===== src/rtl/xcvr_pkg.sv =====
// Shared constants for the inverting latched transceiver.
// Assumes two transfer directions, indexed by dir_e.
package xcvr_pkg;
    localparam int DATA_W  = 8;
    localparam int NUM_DIR = 2;

    typedef enum logic {
        DIR_AB = 1'b0,
        DIR_BA = 1'b1
    } dir_e;
endpackage


===== src/rtl/xcvr_lane.sv =====
// One transfer direction: a bank of level-gated storage plus output control.
// The bank is loaded on each clock edge while en_n and le_n are both low.
// While open, the output follows the source combinationally.
// The output is always the complement of the bank view.
// Assumes rst_n is synchronous and active low.
module xcvr_lane #(
    parameter int W = 8
) (
    input  logic         clk,
    input  logic         rst_n,
    input  logic [W-1:0] src_in,
    input  logic         en_n,
    input  logic         le_n,
    input  logic         oe_n,
    output logic [W-1:0] dst_out,
    output logic [W-1:0] dst_oe
);
    logic         open_win;
    logic         drive;
    logic [W-1:0] store;
    logic [W-1:0] view;

    // Decide whether the bank is open and whether the far port is driven.
    always_comb begin
        open_win = ~en_n & ~le_n;
        drive    = ~en_n & ~oe_n;
    end

    // Update the bank while it is open; clear it on reset.
    always_ff @(posedge clk) begin
        if (!rst_n)        store <= '0;
        else if (open_win) store <= src_in;
    end

    // Pick the live source when open, the held value otherwise, and invert it.
    always_comb begin
        view    = open_win ? src_in : store;
        dst_out = ~view;
    end

    // Fan the single drive decision out to every bit.
    generate
        for (genvar i = 0; i < W; i++) begin : g_oe
            assign dst_oe[i] = drive;
        end
    endgenerate

    // Bank keeps its value while the direction is disabled.
    assert_hold_disabled_R3: assert property (@(posedge clk) disable iff (!rst_n)
        en_n |=> (store == $past(store)));

    // Bank captures the source seen at an edge of the open window.
    assert_capture_open_R4: assert property (@(posedge clk) disable iff (!rst_n)
        (!en_n && !le_n) |=> (store == $past(src_in)));

    // With the latch closed for two edges, the output cannot move.
    assert_closed_stable_R4: assert property (@(posedge clk) disable iff (!rst_n)
        (le_n && $past(le_n)) |-> $stable(dst_out));
endmodule


===== src/rtl/xcvr_clash.sv =====
// Contention detector for one port.
// Flags when the block drives any bit while the outside agent also drives.
module xcvr_clash #(
    parameter int W = 8
) (
    input  logic [W-1:0] own_oe,
    input  logic         ext_drv,
    output logic         clash
);
    // Combine the block's drive with the outside drive indication.
    always_comb clash = (|own_oe) & ext_drv;
endmodule


===== src/rtl/inv_latched_xcvr.sv =====
// Inverting bidirectional latched transceiver top.
// Two independent lanes (A to B, B to A), each with its own controls.
// There is a contention flag per port.
// Ports are split into in, out and per-bit drive enable vectors.
module inv_latched_xcvr
    import xcvr_pkg::*;
#(
    parameter int W = DATA_W
) (
    input  logic         clk,
    input  logic         rst_n,
    input  logic [W-1:0] a_in,
    output logic [W-1:0] a_out,
    output logic [W-1:0] a_oe,
    input  logic [W-1:0] b_in,
    output logic [W-1:0] b_out,
    output logic [W-1:0] b_oe,
    input  logic         ab_en_n,
    input  logic         ab_le_n,
    input  logic         ab_oe_n,
    input  logic         ba_en_n,
    input  logic         ba_le_n,
    input  logic         ba_oe_n,
    input  logic         a_ext_drv,
    input  logic         b_ext_drv,
    output logic         a_clash,
    output logic         b_clash
);
    logic [NUM_DIR-1:0][W-1:0] src, dout, doe;
    logic [NUM_DIR-1:0]        en_n, le_n, oe_n, ext, clash;

    // Route port-level signals into per-direction arrays.
    always_comb begin
        src[DIR_AB]  = a_in;      src[DIR_BA]  = b_in;
        en_n[DIR_AB] = ab_en_n;   en_n[DIR_BA] = ba_en_n;
        le_n[DIR_AB] = ab_le_n;   le_n[DIR_BA] = ba_le_n;
        oe_n[DIR_AB] = ab_oe_n;   oe_n[DIR_BA] = ba_oe_n;
        ext[DIR_AB]  = b_ext_drv; ext[DIR_BA]  = a_ext_drv;
    end

    generate
        for (genvar d = 0; d < NUM_DIR; d++) begin : g_dir
            xcvr_lane #(.W(W)) u_lane (
                .clk    (clk),
                .rst_n  (rst_n),
                .src_in (src[d]),
                .en_n   (en_n[d]),
                .le_n   (le_n[d]),
                .oe_n   (oe_n[d]),
                .dst_out(dout[d]),
                .dst_oe (doe[d])
            );
            xcvr_clash #(.W(W)) u_clash (
                .own_oe (doe[d]),
                .ext_drv(ext[d]),
                .clash  (clash[d])
            );
        end
    endgenerate

    // Map lane results back onto the destination ports.
    always_comb begin
        b_out   = dout[DIR_AB];  b_oe = doe[DIR_AB];  b_clash = clash[DIR_AB];
        a_out   = dout[DIR_BA];  a_oe = doe[DIR_BA];  a_clash = clash[DIR_BA];
    end

    // Transparent A to B path shows the inverted source.
    assert_ab_transparent_R2: assert property (@(posedge clk) disable iff (!rst_n)
        (!ab_en_n && !ab_le_n) |-> (b_out == ~a_in));

    // Transparent B to A path shows the inverted source.
    assert_ba_transparent_R6: assert property (@(posedge clk) disable iff (!rst_n)
        (!ba_en_n && !ba_le_n) |-> (a_out == ~b_in));

    // Port B drive is all or nothing, and only with both enables low.
    assert_b_drive_R5: assert property (@(posedge clk) disable iff (!rst_n)
        (b_oe != '0) |-> (!ab_en_n && !ab_oe_n && (&b_oe)));

    // A clash on port A needs an outside driver.
    assert_a_clash_R9: assert property (@(posedge clk) disable iff (!rst_n)
        a_clash |-> (a_ext_drv && (a_oe != '0)));
endmodule


===== config.mk =====
export PLATFORM = sky130hd
export DESIGN_NAME = inv_latched_xcvr
export DESIGN_NICKNAME = d
export VERILOG_FILES = /design/src/rtl/xcvr_pkg.sv /design/src/rtl/xcvr_lane.sv /design/src/rtl/xcvr_clash.sv /design/src/rtl/inv_latched_xcvr.sv
export SDC_FILE = /design/constraint.sdc
export NUM_CORES = 1
export LEC_CHECK = 0
export BUFFER_PORTS_ARGS = -buffer_cell sky130_fd_sc_hd__clkbuf_2
export CORE_UTILIZATION = 38
export CTS_CLUSTER_SIZE = 16
export DETAILED_ROUTE_END_ITERATION = 10
export GPL_ROUTABILITY_DRIVEN = 0
export PLACE_DENSITY = 0.73
export SYNTH_ARGS = -nofsm -noshare
export SYNTH_HDL_FRONTEND = slang
export SYNTH_SLANG_ARGS = --single-unit

===== constraint.sdc =====
create_clock -name clk -period 0.8 [get_ports clk]
set_input_delay 0.08 -clock clk [delete_from_list [all_inputs] [get_ports clk]]
set_output_delay 0.08 -clock clk [all_outputs]
set_load 0.02 [all_outputs]

==> results.cfg, run 1 <==
[floorplan]
top_level_ports = 60
initial_utilization_pct = 39.86
fp.dieArea_um2 = 2782
die_w_um = 52.74
core_um2 = 2455
std_cell_rows = 18
die_height_um = 52.74

[sta]
finalSetupViolations = 16
tightestPinTransition_ns = 0.1578
post-route-period-util_pct = 124.2
period_minus_slack_ns = 0.9937
fmaxAchievable_mhz = 1006
setup_slack_ns = -0.1937
setup_tns_ns = -2.854
slew_limit_fails = 0
hold_viol = 0
rsz0062_at_grt = true
fin_skew_ns = 0
max-slew-margin-rel_pct = 89.26

[worst_setup_path]
worst-path-max-fanout = 2
cp_data_arrival_time_ns = 0.91
cpPeakStageDelay_ns = 0.34
worst-r2r-setup-slack_ns = 0.18
cpLargestDelayFamily = flip-flops
crit_path_top_delay_cell = sky130_fd_sc_hd__dfxtp_2
worst_reg_to_reg_cells = 2
critical_path_required_ns = 0.72
timing.critical_path.to_type = output port
crit_type = reg2out
critPathBufInv = 1
timing.critical_path.from_type = flop
worstPathCellList = mux2i_4 > buf_8

[pwr]
power_mw = 2.131
worst_ir_drop_vdd_uv = 1331
power-per-cell-area_nw_per_um2 = 1293
total_leakage_power_nw = 0.7173

[detailed_routing]
remaining_drc_errors = 0
ant_nets = 0
route.detailed.wl_per_inst_um = 10.85
drt_first_pass_iters = 4
drt_iter0_drc = 8
wl_mm = 2.062
vias_per_cell = 4.626
detailroute.via_count = 879

[synth]
synth-compound-area-share_pct = 0
synth.mux.area_fraction_pct = 32.74
avgSynthCellArea_um2 = 9.144
synth.yosys.seq_area_share_pct = 32.74
net_count_of_the_mapped_netlist = 133
synth-xor-area-share_pct = 0
post_synth_num_cell_types = 9
synth_top_family_by_area = multiplexers
synthesized_area_fraction_occupied_by_and_or_nand_nor_cells_pct = 16.62
number_of_flip_flops_and_latches_in_the_synthesized_netlist = 16
synth_warnings = 0
synth_area_in_adders_pct = 0
post_synth_instance_area_um2 = 978.4
synthesized_netlist_cell_count = 107

[final_layout]
synthToLayoutAreaGrowth_pct = 68.41
layout_cell_share_with_drive_strength_beyond_1_pct = 66.88
diode_count = 0
fin_area_um2 = 1648
final-instance-count-excl-fill = 190
finish.net_count = 188
sequential_area_um2 = 339.1
fillers = 196
multi_input_area_um2 = 673.1

[clock_tree]
cts_root_buffer = sky130_fd_sc_hd__clkbuf_4
cts_inserted_buffers = 3
cts_tree = yes
cts_max_level = 1
clock_insertion_delay_worst_skew_ns = 0.27
post_cts_resized = 44
post_cts_buffers = 0
holdBufCountCts = 0
clkSinkCount = 16
cts-root-to-sink-buffers = 2
clkTransAtPathRegs_ns = 0.09

[job]
timing.max_cap.violations = 0

[min_path]
min_path_type = in2reg
worst_hold_launch = b_in[3]
worstHoldPathCells = 3

[outcome]
run_status = finished, violations left
violations = setup timing

[global_route]
largest_net_degree_at_the_start_of_global_routing = 33
grt.total_usage_pct = 16.43
number_of_antenna_violations_at_the_first_check_in_global_routing = 0
first_global_vias = 819
grt_first_pass_wirelength_mm = 3.339
grt-ovfl-total = 0

[placement]
placed_cell_area_um2 = 1451
post-place-ws_ns = -0.2029
placed_cells_incl_taps = 187
port-buffer-count = 59
place_hpwl_mm = 1.685
==> report_power, final <==
part	switching (mW)	internal (mW)	leakage (nW)
combinational	0.393	0.444	0.566
clock	0.235	0.174	0.0138
sequential	0.0390	0.846	0.137
==> worst max path at each step <==
| stage | cells after the start | endpoint | slack [ns] | startpoint |
|---|---|---|---|---|
| after floorplan | 3 | b_out[0] | -0.11 | ab_en_n |
| after global placement | 5 | b_out[7] | -0.20 | ab_en_n |
| after detailed placement | 5 | a_out[1] | -0.20 | ba_en_n |
| after CTS | 2 | b_out[4] | -0.23 | flop |
| after global routing | 2 | b_out[0] | -0.24 | flop |
| final | 2 | b_out[0] | -0.19 | flop |
==> layer usage <==
layer | global-route usage, % | routed length (um) | share of wire, %
met1 | 16.58 | 777 | 38
met2 | 31.65 | 1150 | 56
met3 | 4.638 | 135 | 6.5
met4 | 5.263 | 0 | 0
met5 | 0 | 0 | 0
==> metrics by stage <==
stage | utilization, % | hold WS (ns)
2_1_floorplan | - | 0.2221
3_3_place_gp | 59.12 | 0.3322
3_5_place_dp | 59.12 | 0.3356
4_1_cts | 66.26 | 0.03504
5_1_grt | 67.13 | 0.04083
6_report | 67.13 | 0.04905
==> layout make-up <==
| type | instances | area share [%] |
|---|---|---|
| timing repair buffer | 71 | 34.93 |
| clock buffer | 3 | 1.367 |
| sequential | 16 | 20.58 |
| tap | 30 | 2.278 |
| multi-input combinational | 70 | 40.85 |
==> synthesized netlist by cell type (all sizes together) <==
| master | n | area (um^2) |
|---|---|---|
| buf | 21 | 175.2 |
| nand2 | 32 | 120.1 |
| dfxtp | 16 | 320.3 |
| nor2 | 4 | 30.03 |
| mux2i | 32 | 320.3 |
| and2 | 2 | 12.51 |
==> placed cells by master (no fill, tap or decap), types with 2 or more instances in the layout <==
cell type | synthesis | layout
sky130_fd_sc_hd__nor2_4 | 2 | 2
sky130_fd_sc_hd__mux2i_4 | 0 | 15
sky130_fd_sc_hd__dfxtp_2 | 0 | 15
sky130_fd_sc_hd__clkbuf_2 | 0 | 43
sky130_fd_sc_hd__buf_12 | 2 | 3
sky130_fd_sc_hd__buf_8 | 0 | 15
sky130_fd_sc_hd__and2_1 | 2 | 2
sky130_fd_sc_hd__nand2_1 | 32 | 32
sky130_fd_sc_hd__buf_4 | 16 | 10
sky130_fd_sc_hd__mux2i_1 | 32 | 17
sky130_fd_sc_hd__clkbuf_4 | 0 | 3
==> worst register-to-register path, stage by stage, from the launching register on <==
cell and delay (ns):
sky130_fd_sc_hd__dfxtp_2 0.36, sky130_fd_sc_hd__nand2_1 0.06, sky130_fd_sc_hd__mux2i_1 0.13
==> cells by family after synthesis <==
kind of cell | count (synthesis)
buf+inv | 21
mux | 32
simple gates | 38
flops | 16
(Power assumes the default switching activity.)
==> run 2: changes to the inputs <==
Settings changed: CORE_MARGIN set to 5, CORE_UTILIZATION 38 to 40, CTS_BUF_LIST set to sky130_fd_sc_hd__clkbuf_4, PLACE_DENSITY 0.73 to 0.76.
==> results.cfg, run 2 (synthesis gave the netlist of run 1 again) <==
[sta]
post-route-period-util_pct = 128.0
period_minus_slack_ns = 1.024
tightestPinTransition_ns = 0.1840
rsz0062_at_grt = true
finalSetupViolations = 16
hold_ws_ns = 0.04345
slew_limit_fails = 0
setup_tns_ns = -3.029
hold_viol = 0
fin_skew_ns = 0
fmaxAchievable_mhz = 976.3
setup_slack_ns = -0.2243
max-slew-margin-rel_pct = 87.47

[min_path]
worstHoldPathCells = 3
min_path_type = in2reg
worst_hold_launch = b_in[3]

[final_layout]
diode_count = 0
layout_cell_share_with_drive_strength_beyond_1_pct = 66.88
fillers = 184
finish.net_count = 188
commonest_non_fill_non_tap_cells_in_the_layout = sky130_fd_sc_hd__clkbuf_2 (43), sky130_fd_sc_hd__nand2_1 (32), sky130_fd_sc_hd__mux2i_1 (17)
commonest_non_fill_non_tap_cell_in_the_layout = sky130_fd_sc_hd__clkbuf_2
synthToLayoutAreaGrowth_pct = 68.29

[placement]
post-place-ws_ns = -0.2337
place_hpwl_mm = 1.945
port-buffer-count = 59

[detailed_routing]
vias_per_cell = 4.705
wl_mm = 2.631
ant_nets = 0
drt_iter0_drc = 27
drt_first_pass_iters = 4
remaining_drc_errors = 0
route.detailed.wl_per_inst_um = 13.85
detailroute.via_count = 894

[clock_tree]
cts-root-to-sink-buffers = 2
cts_tree = yes
cts_max_level = 1
clock_insertion_delay_worst_skew_ns = 0.27
cts_root_buffer = sky130_fd_sc_hd__clkbuf_4
holdBufCountCts = 0
cts_inserted_buffers = 3
clkSinkCount = 16
clkTransAtPathRegs_ns = 0.09

[pwr]
share_clk_of_total_power_pct = 19.5
power-per-cell-area_nw_per_um2 = 1307
power_switching_share_pct = 32.11
total_leakage_power_nw = 0.7177
worst_ir_drop_vdd_uv = 1023
power_frac_comb_pct = 39.4
internal_power_mw = 1.462
power.sequential.fraction_pct = 41.1
net-switching-power_mw = 0.6912

[floorplan]
die_height_um = 59.46
initial_utilization_pct = 40.60
core_um2 = 2410
top_level_ports = 60
fp.dieArea_um2 = 3535
std_cell_rows = 18
die_w_um = 59.46

[worst_setup_path]
timing.critical_path.from_type = flop
cp_data_arrival_time_ns = 0.94
crit_type = reg2out
worst-path-max-fanout = 2
critical_path_required_ns = 0.72
worst-r2r-setup-slack_ns = 0.09
worst_reg_to_reg_cells = 3
timing.critical_path.to_type = output port

[global_route]
number_of_antenna_violations_at_the_first_check_in_global_routing = 0
grt-ovfl-total = 0
grt.total_usage_pct = 15.79
grt_first_pass_wirelength_mm = 4.188
first_global_vias = 960
largest_net_degree_at_the_start_of_global_routing = 33

[job]
timing.max_cap.violations = 0

[outcome]
violations = setup timing
run_status = finished, violations left
==> run 2: cell types whose count changed in the layout (fill, tap and decap cells not counted), sizes merged <==
cell	before	now
buf	28	27
clkbuf	46	47
==> run 2: what timing repair did <==
action / in CTS / in global routing
pin swaps: 0 / 0
endpoints found under the setup margin: 16 / 23
resized for setup: 46 / 16
buffers inserted: 2 / 2
==> run 2: worst max path at each step <==
stage,endpoint,cells after the start,start,slack [ns]
2_1_floorplan,b_out[0],3,ab_en_n,-0.11
3_3_place_gp,b_out[6],5,ab_en_n,-0.21
3_5_place_dp,b_out[7],5,ab_en_n,-0.23
4_1_cts,b_out[7],2,flop,-0.24
5_1_grt,a_out[2],2,flop,-0.27
6_report,a_out[2],2,flop,-0.22
==> run 2: critical path, stage by stage (launching register included) <==
cell	delay, ns
sky130_fd_sc_hd__dfxtp_2	0.35
sky130_fd_sc_hd__mux2i_4	0.18
sky130_fd_sc_hd__buf_8	0.14
==> run 2: layout make-up <==
cell class	count	area, um^2	area share (%)
Multi-Input combinational cell	70	673.1	40.88
Timing Repair Buffer	71	574.3	34.88
Sequential cell	16	339.1	20.59
Tap cell	30	37.54	2.280
Clock buffer	3	22.52	1.368
==> run 2: stage by stage <==
| stage | utilization [%] | power [mW] | instance area [um^2] | std cells |
|---|---|---|---|---|
| 5_1_grt | 68.33 | 2.265 | 1647 | 190 |
| 6_report | 68.33 | 2.153 | 1647 | 190 |
| 3_5_place_dp | 58.98 | 1.596 | 1421 | 183 |
| 3_3_place_gp | 58.98 | 1.573 | 1421 | 183 |
| 4_1_cts | 66.87 | 2.134 | 1612 | 188 |
| 2_1_floorplan | - | 1.393 | 1166 | 107 |
==> run 2: power by group through the flow <==
stage | Clock, mW | Combinational [mW] | Sequential [mW]
final | 0.420 | 0.849 | 0.884
after global routing | 0.477 | 0.899 | 0.889
after CTS | 0.445 | 0.806 | 0.884
after detailed placement | 0 | 0.701 | 0.895
after global placement | 0 | 0.681 | 0.892
after floorplan | 0 | 0.504 | 0.889
==> run 2: layer usage <==
layer	up-vias	GRT usage (%)	wire length (um)
met2	33	32.45	1558
met3	0	5.011	237
met1	417	13.98	835
li1	444	-	-
met4	0	4.854	0
met5	-	0	0
==> run 3: changes to the inputs <==
Settings changed: PLACE_DENSITY 0.76 to not set, PLACE_DENSITY_LB_ADDON set to 0.25.
==> results.cfg, run 3 (synthesis gave the netlist of run 1 again) <==
[clock_tree]
cts_inserted_buffers = 3
holdBufCountCts = 0
cts_tree = yes
cts_root_buffer = sky130_fd_sc_hd__clkbuf_4
clkSinkCount = 16
clock_insertion_delay_worst_skew_ns = 0.27
cts-root-to-sink-buffers = 2
cts_max_level = 1
clkTransAtPathRegs_ns = 0.10

[sta]
fmaxAchievable_mhz = 994.9
rsz0062_at_grt = true
fin_skew_ns = 0
hold_ws_ns = 0.04403
setup_tns_ns = -2.901
finalSetupViolations = 16
setup_slack_ns = -0.2052
hold_viol = 0
tightestPinTransition_ns = 0.1586
period_minus_slack_ns = 1.005
slew_limit_fails = 0
post-route-period-util_pct = 125.6
max-slew-margin-rel_pct = 89.12

[pwr]
internal_power_mw = 1.462
net-switching-power_mw = 0.6757
power.sequential.fraction_pct = 41.4
power_frac_comb_pct = 38.7
power_mw = 2.138
power_switching_share_pct = 31.61
share_clk_of_total_power_pct = 19.9
worst_ir_drop_vdd_uv = 850.6
total_leakage_power_nw = 0.7092
power-per-cell-area_nw_per_um2 = 1308

[placement]
port-buffer-count = 59
post-place-ws_ns = -0.2249
placed_cells_incl_taps = 183
place_hpwl_mm = 1.720
placed_cell_area_um2 = 1421

[floorplan]
fp.dieArea_um2 = 3535
initial_utilization_pct = 40.60
die_height_um = 59.46
std_cell_rows = 18
die_w_um = 59.46
core_um2 = 2410
top_level_ports = 60

[outcome]
violations = setup timing
run_status = finished, violations left

[global_route]
grt_first_pass_wirelength_mm = 3.615
grt-ovfl-total = 0
grt.total_usage_pct = 13.20
number_of_antenna_violations_at_the_first_check_in_global_routing = 0
first_global_vias = 823
largest_net_degree_at_the_start_of_global_routing = 33

[worst_setup_path]
worst_reg_to_reg_cells = 2
worst-path-max-fanout = 2
cp_data_arrival_time_ns = 0.93
crit_type = reg2out
timing.critical_path.from_type = flop
cpLargestDelayFamily = flip-flops
crit_path_top_delay_cell = sky130_fd_sc_hd__dfxtp_2
critical_path_required_ns = 0.72
worst-path-stages = 2
timing.critical_path.to_type = output port
cpPeakStageDelay_ns = 0.35
worstPathCellList = mux2i_4 > clkbuf_8
critPathBufInv = 1

[detailed_routing]
route.detailed.wl_per_inst_um = 11.65
drt_first_pass_iters = 2
remaining_drc_errors = 0
ant_nets = 0
vias_per_cell = 4.534
wl_mm = 2.201
drt_iter0_drc = 15
detailroute.via_count = 857

[final_layout]
layout_cell_share_with_drive_strength_beyond_1_pct = 66.04
finish.net_count = 186
final-instance-count-excl-fill = 189
commonest_non_fill_non_tap_cell_in_the_layout = sky130_fd_sc_hd__clkbuf_2
fin_area_um2 = 1634
commonest_non_fill_non_tap_cells_in_the_layout = sky130_fd_sc_hd__clkbuf_2 (42), sky130_fd_sc_hd__nand2_1 (32), sky130_fd_sc_hd__mux2i_1 (17)
diode_count = 0
synthToLayoutAreaGrowth_pct = 67.01
final_core_util_pct = 67.81

[min_path]
worstHoldPathCells = 3
min_path_type = in2reg

[job]
timing.max_cap.violations = 0
-- run 3: power groups by stage --
stage / sequential (mW) / clock (mW) / combinational [mW]
final: 0.885 / 0.426 / 0.826
after global routing: 0.891 / 0.482 / 0.881
after CTS: 0.885 / 0.446 / 0.793
after detailed placement: 0.895 / 0 / 0.696
after global placement: 0.893 / 0 / 0.681
after floorplan: 0.889 / 0 / 0.504
-- run 3: per-layer routing --
layer | vias up | wire (um) | track usage, %
met2 | 28 | 1187 | 23.87
met1 | 383 | 834 | 15.48
met3 | 2 | 171 | 3.922
li1 | 444 | - | -
met5 | - | 0 | 0
met4 | 0 | 8 | 1.942
-- run 3: worst min-delay path: stages --
cell and delay (ns):
sky130_fd_sc_hd__clkbuf_2 0.09, sky130_fd_sc_hd__nand2_1 0.05, sky130_fd_sc_hd__mux2i_1 0.06
-- run 3: path summary, 6_finish.rpt --
kind	startpoint	endpoint	slack, ns
worst max-delay path	flop	a_out[7]	-0.21
worst min-delay path	b_in[3]	flop	0.04
worst max register to register	flop	flop	0.19
worst min register to register	flop	flop	0.46
-- run 3: repair_timing --
| item | CTS | global route |
|---|---|---|
| gates cloned | 0 | 0 |
| setup endpoints to repair | 16 | 17 |
| buffers inserted | 0 | 2 |
| gates resized for setup | 46 | 17 |
-- run 3: final cells by class --
class                   instances  area (um^2)
multi-input cells              70        670.6
flip-flops and latches         16        340.3
fillers                       189        775.7
well taps                      30        37.54
clock inverters                 1        3.754
repair buffers                 69        559.3
clock buffers                   3        22.52
